--- src/rtl/chr_host_port_pkg.sv ---
package chr_host_port_pkg;

  typedef enum logic [1:0] {
    OP_CMD_WR  = 2'b00,
    OP_STAT_RD = 2'b01,
    OP_DATA_WR = 2'b10,
    OP_DATA_RD = 2'b11
  } host_op_e;

  localparam int WIDTH_SEL_BIT = 4;

  function automatic logic is_width_cmd(input logic [7:0] b);
    return (b[7:5] == 3'b001);
  endfunction

endpackage

--- src/rtl/chr_strobe_sync.sv ---
module chr_strobe_sync #(
  parameter int STAGES = 2
) (
  input  logic clk,
  input  logic rst_n,
  input  logic strobe_i,
  output logic level_o,
  output logic fall_o
);
  logic [STAGES:0] pipe_q;

  always_ff @(posedge clk or negedge rst_n) begin
    if (!rst_n) pipe_q[0] <= 1'b0;
    else        pipe_q[0] <= strobe_i;
  end

  for (genvar g = 1; g <= STAGES; g++) begin : g_stage
    always_ff @(posedge clk or negedge rst_n) begin
      if (!rst_n) pipe_q[g] <= 1'b0;
      else        pipe_q[g] <= pipe_q[g-1];
    end
  end

  assign level_o = pipe_q[STAGES-1];
  assign fall_o  = pipe_q[STAGES] & ~pipe_q[STAGES-1];

  // each strobe edge is reported once
  p_fall_single_r1: assert property (@(posedge clk) disable iff (!rst_n)
    fall_o |=> !fall_o);

endmodule

--- src/rtl/chr_nibble_asm.sv ---
module chr_nibble_asm #(
  parameter int DATA_W = 8
) (
  input  logic              clk,
  input  logic              rst_n,
  input  logic              xfer_i,
  input  logic              wide_i,
  input  logic [DATA_W-1:0] word_i,
  output logic              done_o,
  output logic [DATA_W-1:0] word_o,
  output logic              phase_o
);
  localparam int NIB_W = DATA_W / 2;

  logic [NIB_W-1:0]  hold_q,  hold_n;
  logic              phase_q, phase_n;
  logic              wide_d_q;
  logic              done_q,  done_n;
  logic [DATA_W-1:0] word_q,  word_n;

  always_comb begin
    hold_n  = hold_q;
    phase_n = phase_q;
    done_n  = 1'b0;
    word_n  = word_q;
    if (xfer_i) begin
      if (wide_i) begin
        done_n  = 1'b1;
        word_n  = word_i;
        phase_n = 1'b0;
      end else if (!phase_q) begin
        hold_n  = word_i[DATA_W-1 -: NIB_W];
        phase_n = 1'b1;
      end else begin
        done_n  = 1'b1;
        word_n  = {hold_q, word_i[DATA_W-1 -: NIB_W]};
        phase_n = 1'b0;
      end
    end else if (wide_i != wide_d_q) begin
      phase_n = 1'b0;
    end
  end

  always_ff @(posedge clk or negedge rst_n) begin
    if (!rst_n) begin
      hold_q   <= '0;
      phase_q  <= 1'b0;
      wide_d_q <= 1'b1;
      done_q   <= 1'b0;
      word_q   <= '0;
    end else begin
      hold_q   <= hold_n;
      phase_q  <= phase_n;
      wide_d_q <= wide_i;
      done_q   <= done_n;
      word_q   <= word_n;
    end
  end

  assign done_o  = done_q;
  assign word_o  = word_q;
  assign phase_o = phase_q;

  // wide mode never sits in the lower-nibble phase
  p_upper_in_wide_r3: assert property (@(posedge clk) disable iff (!rst_n)
    (wide_i && wide_d_q) |-> !phase_q);
  // a completed byte always follows a bus transfer
  p_done_after_xfer_r5: assert property (@(posedge clk) disable iff (!rst_n)
    done_q |-> $past(xfer_i));

endmodule

--- src/rtl/chr_data_reg.sv ---
module chr_data_reg #(
  parameter int DATA_W = 8
) (
  input  logic              clk,
  input  logic              rst_n,
  input  logic              wr_load_i,
  input  logic [DATA_W-1:0] wr_byte_i,
  input  logic              rd_done_i,
  input  logic              addr_set_i,
  input  logic              wr_ack_i,
  input  logic              fetch_ack_i,
  input  logic [DATA_W-1:0] fetch_data_i,
  output logic [DATA_W-1:0] dreg_o,
  output logic              wr_req_o,
  output logic              fetch_req_o
);
  logic [DATA_W-1:0] dreg_q, dreg_n;
  logic              wr_q,   wr_n;
  logic              fet_q,  fet_n;

  always_comb begin
    dreg_n = dreg_q;
    wr_n   = wr_q;
    fet_n  = fet_q;
    if (wr_load_i) begin
      dreg_n = wr_byte_i;
      wr_n   = 1'b1;
    end else begin
      if (wr_ack_i) wr_n = 1'b0;
      if (fet_q && fetch_ack_i) dreg_n = fetch_data_i;
    end
    if (rd_done_i || addr_set_i) fet_n = 1'b1;
    else if (fetch_ack_i)        fet_n = 1'b0;
  end

  always_ff @(posedge clk or negedge rst_n) begin
    if (!rst_n) begin
      dreg_q <= '0;
      wr_q   <= 1'b0;
      fet_q  <= 1'b0;
    end else begin
      dreg_q <= dreg_n;
      wr_q   <= wr_n;
      fet_q  <= fet_n;
    end
  end

  assign dreg_o      = dreg_q;
  assign wr_req_o    = wr_q;
  assign fetch_req_o = fet_q;

  // a write request is held until acknowledged
  p_wr_hold_r6: assert property (@(posedge clk) disable iff (!rst_n)
    (wr_q && !wr_ack_i) |=> wr_q);
  // a fetch request is held until acknowledged
  p_fetch_hold_r7: assert property (@(posedge clk) disable iff (!rst_n)
    (fet_q && !fetch_ack_i) |=> fet_q);

endmodule

--- src/rtl/chr_host_port.sv ---
module chr_host_port
  import chr_host_port_pkg::*;
#(
  parameter int DATA_W      = 8,
  parameter int ADDR_W      = 7,
  parameter int SYNC_STAGES = 2
) (
  input  logic              clk,
  input  logic              rst_n,
  input  logic              reg_sel_i,
  input  logic              read_i,
  input  logic              strobe_i,
  input  logic [DATA_W-1:0] bus_i,
  output logic [DATA_W-1:0] bus_o,
  output logic              bus_oe_o,
  input  logic              core_busy_i,
  input  logic [ADDR_W-1:0] addr_ctr_i,
  input  logic              addr_set_i,
  output logic              cmd_wr_o,
  output logic [DATA_W-1:0] cmd_byte_o,
  output logic              wr_req_o,
  input  logic              wr_ack_i,
  output logic [DATA_W-1:0] wr_data_o,
  output logic              fetch_req_o,
  input  logic              fetch_ack_i,
  input  logic [DATA_W-1:0] fetch_data_i,
  output logic              err_o
);
  localparam int NIB_W = DATA_W / 2;

  // reset: asserted at once, released on a clock edge
  logic [1:0] rst_pipe_q;
  logic       rst_s_n;
  always_ff @(posedge clk or negedge rst_n) begin
    if (!rst_n) rst_pipe_q <= 2'b00;
    else        rst_pipe_q <= {rst_pipe_q[0], 1'b1};
  end
  assign rst_s_n = rst_pipe_q[1];

  logic strobe_hi, strobe_fall;
  chr_strobe_sync #(.STAGES(SYNC_STAGES)) u_sync (
    .clk      (clk),
    .rst_n    (rst_s_n),
    .strobe_i (strobe_i),
    .level_o  (strobe_hi),
    .fall_o   (strobe_fall)
  );

  // capture the host lines while the strobe is high
  logic              cap_sel_q, cap_rd_q;
  logic [DATA_W-1:0] cap_bus_q;
  always_ff @(posedge clk or negedge rst_s_n) begin
    if (!rst_s_n) begin
      cap_sel_q <= 1'b0;
      cap_rd_q  <= 1'b0;
      cap_bus_q <= '0;
    end else if (strobe_hi) begin
      cap_sel_q <= reg_sel_i;
      cap_rd_q  <= read_i;
      cap_bus_q <= bus_i;
    end
  end

  logic              wide_q, wide_n;
  logic              done;
  logic [DATA_W-1:0] word;
  logic              phase;
  chr_nibble_asm #(.DATA_W(DATA_W)) u_nib (
    .clk     (clk),
    .rst_n   (rst_s_n),
    .xfer_i  (strobe_fall),
    .wide_i  (wide_q),
    .word_i  (cap_bus_q),
    .done_o  (done),
    .word_o  (word),
    .phase_o (phase)
  );

  host_op_e op;
  assign op = host_op_e'({cap_sel_q, cap_rd_q});

  logic busy_flag;
  logic wr_load, rd_done;
  logic [DATA_W-1:0] dreg;
  assign busy_flag = core_busy_i | wr_req_o | fetch_req_o;
  assign wr_load   = done && (op == OP_DATA_WR) && !busy_flag;
  assign rd_done   = done && (op == OP_DATA_RD);

  chr_data_reg #(.DATA_W(DATA_W)) u_dreg (
    .clk          (clk),
    .rst_n        (rst_s_n),
    .wr_load_i    (wr_load),
    .wr_byte_i    (word),
    .rd_done_i    (rd_done),
    .addr_set_i   (addr_set_i),
    .wr_ack_i     (wr_ack_i),
    .fetch_ack_i  (fetch_ack_i),
    .fetch_data_i (fetch_data_i),
    .dreg_o       (dreg),
    .wr_req_o     (wr_req_o),
    .fetch_req_o  (fetch_req_o)
  );
  assign wr_data_o = dreg;

  // command path and error pulse
  logic              cmd_wr_q, cmd_wr_n;
  logic [DATA_W-1:0] cmd_byte_q, cmd_byte_n;
  logic              err_q, err_n;

  always_comb begin
    cmd_wr_n   = 1'b0;
    cmd_byte_n = cmd_byte_q;
    err_n      = 1'b0;
    wide_n     = wide_q;
    if (done) begin
      unique case (op)
        OP_CMD_WR: begin
          if (busy_flag) begin
            err_n = 1'b1;
          end else begin
            cmd_wr_n   = 1'b1;
            cmd_byte_n = word;
            if (is_width_cmd(word)) wide_n = word[WIDTH_SEL_BIT];
          end
        end
        OP_DATA_WR: if (busy_flag) err_n = 1'b1;
        default: ;
      endcase
    end
  end

  always_ff @(posedge clk or negedge rst_s_n) begin
    if (!rst_s_n) begin
      cmd_wr_q   <= 1'b0;
      cmd_byte_q <= '0;
      err_q      <= 1'b0;
      wide_q     <= 1'b1;
    end else begin
      cmd_wr_q   <= cmd_wr_n;
      cmd_byte_q <= cmd_byte_n;
      err_q      <= err_n;
      wide_q     <= wide_n;
    end
  end

  assign cmd_wr_o   = cmd_wr_q;
  assign cmd_byte_o = cmd_byte_q;
  assign err_o      = err_q;

  // read return path
  logic [DATA_W-1:0] rd_word;
  always_comb begin
    rd_word = reg_sel_i ? dreg : {busy_flag, addr_ctr_i};
    if (wide_q)     bus_o = rd_word;
    else if (phase) bus_o = {rd_word[NIB_W-1:0], {NIB_W{1'b0}}};
    else            bus_o = {rd_word[DATA_W-1 -: NIB_W], {NIB_W{1'b0}}};
  end
  assign bus_oe_o = strobe_i & read_i;

  // error is a single-cycle pulse
  p_err_pulse_r9: assert property (@(posedge clk) disable iff (!rst_s_n)
    err_o |=> !err_o);
  // a dropped write never also issues a command
  p_err_no_cmd_r9: assert property (@(posedge clk) disable iff (!rst_s_n)
    !(cmd_wr_o && err_o));

endmodule

--- config.mk ---
export PLATFORM = sky130hd
export DESIGN_NAME = chr_host_port
export DESIGN_NICKNAME = d
export VERILOG_FILES = /design/src/rtl/chr_host_port_pkg.sv /design/src/rtl/chr_strobe_sync.sv /design/src/rtl/chr_nibble_asm.sv /design/src/rtl/chr_data_reg.sv /design/src/rtl/chr_host_port.sv
export SDC_FILE = /design/constraint.sdc
export NUM_CORES = 1
export LEC_CHECK = 0
export BUFFER_PORTS_ARGS = -buffer_cell sky130_fd_sc_hd__buf_4
export CORE_MARGIN = 1.5
export CORE_UTILIZATION = 25
export DETAILED_ROUTE_END_ITERATION = 8
export HOLD_SLACK_MARGIN = 0.06
export PLACE_DENSITY = 0.54
export SLEW_MARGIN = 40
export SYNTH_ARGS = -nofsm -noshare
export SYNTH_HDL_FRONTEND = slang
export SYNTH_SLANG_ARGS = --single-unit
--- constraint.sdc ---
create_clock -name clk -period 1.95 [get_ports clk]
set_input_delay 0 -clock clk [delete_from_list [all_inputs] [get_ports clk]]
set_output_delay 0 -clock clk [all_outputs]
set_load 0.01 [all_outputs]
==> flow_summary.ini <==
[cells_and_area]
drive_above_1_share = 0.591
nets = 268
fill_cells = 873
diodes = 0
area_growth_pct = 41.2

[timing]
worst_pin_slew_ns = 0.606
period_needed_ns = 1.81
relSlewSlack = 0.596
final-hold-violation-count = 0
tns_ns = 0
fmax_ghz = 0.552
rsz0062_at_grt = no
finalClockSkew_ns = 0.00900
post-route-period-util = 0.930
maxSlewViolCount = 0
finalSetupViolCount = 0
hold_ws_ns = 0.0927

[die]
die_y_microns = 98.6
die_w_microns = 98.6
ioPinCount = 61
coreArea_sq_um = 8810
dieArea_sq_um = 9720
start_util = 0.259
std_cell_rows = 34

[pwr]
max-vdd-ir-drop_mv = 0.307
p_per_area_nw_per_um2 = 952
p_leak_uw = 0.00147

[clock_network]
cts_tree = yes
clock-sinks = 51
path_clk_slew_ns = 0.09
clock_latency_ns = 0.31
post_cts_resize_count = 0
holdBufCountCts = 23
cts_setup_buffers = 0
ctsHtreeMaxLevel = 2
cts_root_buf = clkbuf_8
clk_path_buf_depth = 2
numCtsBuffers = 5

[detailed_routing]
postRouteAntennaNets = 0
num_vias = 1468
drtPass1Iterations = 6
drc = 9
routed_wl_microns = 4690
vias_per_cell = 4.26
first_iter_violations = 31
wl_per_cell_microns = 13.6

[hold_path]
hp-start = reg_sel_i
hold_path_class = in -> reg
hold_end = cap_sel_q
hold_depth = 2

[synth]
synth.distinct_cells = 28
yosysWarnings = 0
yosysTopAreaCellShare = 0.537
async_reset_ff_frac = 1.00
synth_commonest_cells = 56 x mux2_2, 49 x dfrtp_1, 6 x nor2b_1, 4 x mux2i_1, 4 x mux4_2
yosysMostFrequentCell = mux2_2
synth_ff_type = dfrtp_1
ys_seq_area_frac = 0.560
synth_fp_nets = 179
avgSynthCellArea_sq_um = 15.5
synthCells = 147
netlist_area_sq_um = 2280
synth-seq-cells = 51
synth_area_leaders = dfrtp_1 54%, mux2_2 28%, mux4_2 3.9%
synth_edf_count = 0
yosysTopAreaCell = dfrtp_1

[placement]
hpwl_microns = 3490
routabilityCongestion = 0.666
io_buffers = 60

[critical_path]
crit_arrival_ns = 1.81
r2r_end = u_nib.word_o[4]
required_ns = 1.95
crit_chain = nor3_4, inv_1, mux4_2, buf_4
cp_slowest_cell = mux4_2
timing.rr.start = wide_q
critPathKind = reg -> out
cp_max_fo = 5
cp-start-kind = register
cp-end-kind = primary output
r2r_cells = 3
r2r_setup_slack_ns = 0.30
cp_slowest_stage_delay_ns = 0.46

[global_routing]
grt_pass1_vias = 1529
track_usage = 0.103
grt_pass1_wl_microns = 7860
antenna_found_initial = 0
grt_max_degree = 26
grt-ovfl-total = 0

[flow_run]
max_cap_violations = 0

[outcome]
outcome = complete, but fails checks
violations = design-rule violations
cells by family after synthesis:
| group | after synthesis | share of synthesized area |
|---|---|---|
| compound gates | 3 | 0.00876 |
| other cells | 1 | 0.00164 |
| simple gates | 21 | 0.0789 |
| flops | 51 | 0.560 |
| buf+inv | 7 | 0.0175 |
| mux | 64 | 0.333 |
worst max path at each step:
stage                                from               to  slack, ns  depth (start not counted)
after floorplan             rst_pipe_q[1]     cap_bus_q[0]       0.43                          0
after global placement             wide_q  u_nib.word_o[1]       0.34                          3
after detailed placement           wide_q  u_nib.word_o[6]       0.29                          3
after CTS                 u_dreg.wr_req_o         bus_o[7]       0.10                          4
after global routing      u_dreg.wr_req_o         bus_o[7]       0.04                          4
final                     u_dreg.wr_req_o         bus_o[7]       0.14                          4
per-stage QoR:
step | setup WS [ns] | util | std cells | instance area [sq um] | total power (uW)
2_1_floorplan | 0.429 | - | 147 | 2280 | 1960
3_3_place_gp | 0.336 | 0.326 | 313 | 2870 | 2290
3_5_place_dp | 0.289 | 0.326 | 313 | 2870 | 2310
4_1_cts | 0.105 | 0.365 | 344 | 3210 | 3130
5_1_grt | 0.0414 | 0.366 | 345 | 3220 | 3260
6_report | 0.137 | 0.366 | 345 | 3220 | 3070
critical path, delay by kind of cell, from the launching register on:
kind | cells | cell delay (ns)
simple gates | 1 | 0.37
mux | 1 | 0.46
flops | 1 | 0.43
buf+inv | 2 | 0.26
layer usage:
layer,track usage,part of all wire
met1,0.139,0.48
met4,0.0396,0.0051
met3,0.0305,0.062
met2,0.158,0.45
met5,0,0
state kept, by name, summed over array words and instances (netlist names), 2 cells and up:
| name | count |
|---|---|
| cap_bus_q | 8 |
| cmd_byte_o | 8 |
| rst_pipe_q | 2 |
| u_dreg.dreg_o | 8 |
| u_nib.hold_q | 4 |
| u_nib.word_o | 8 |
| u_sync.pipe_q | 2 |
layout by cell type, fill, tap and decap left out, drive strengths merged:
cell type / Yosys / final
buf: 4 / 62
mux2: 56 / 56
dfrtp: 49 / 49
dlygate4sd3: 0 / 24
nor2b: 6 / 6
clkbuf: 0 / 5
mux4: 4 / 4
mux2i: 4 / 4
inv: 3 / 4
nand2b: 2 / 2
dfstp: 2 / 2
nor3: 2 / 2
and2b: 2 / 2
nor2: 2 / 2
o21ai: 2 / 2
nand3b: 1 / 1
and2: 1 / 1
nand2: 1 / 1
nand3: 1 / 1
nor3b: 1 / 1
nand4b: 1 / 1
a311o: 1 / 1
nand4: 1 / 1
bufinv: 0 / 1
clkinvlp: 0 / 1
conb: 1 / 1
layout make-up:
class                           count  area, sq um  share of cell area
Clock inverter                      3         46.3              0.0144
Clock buffer                        5         68.8              0.0213
Sequential cell                    51         1280               0.397
Inverter                            3         11.3             0.00349
Tap cell                          108          135              0.0419
Timing Repair Buffer               86          718               0.223
Multi-Input combinational cell     89          965               0.299
power breakdown:
part / switching, uW / internal, uW
combinational: 286 / 527
clock: 366 / 387
sequential: 208 / 1300
(Power assumes the default switching activity.)
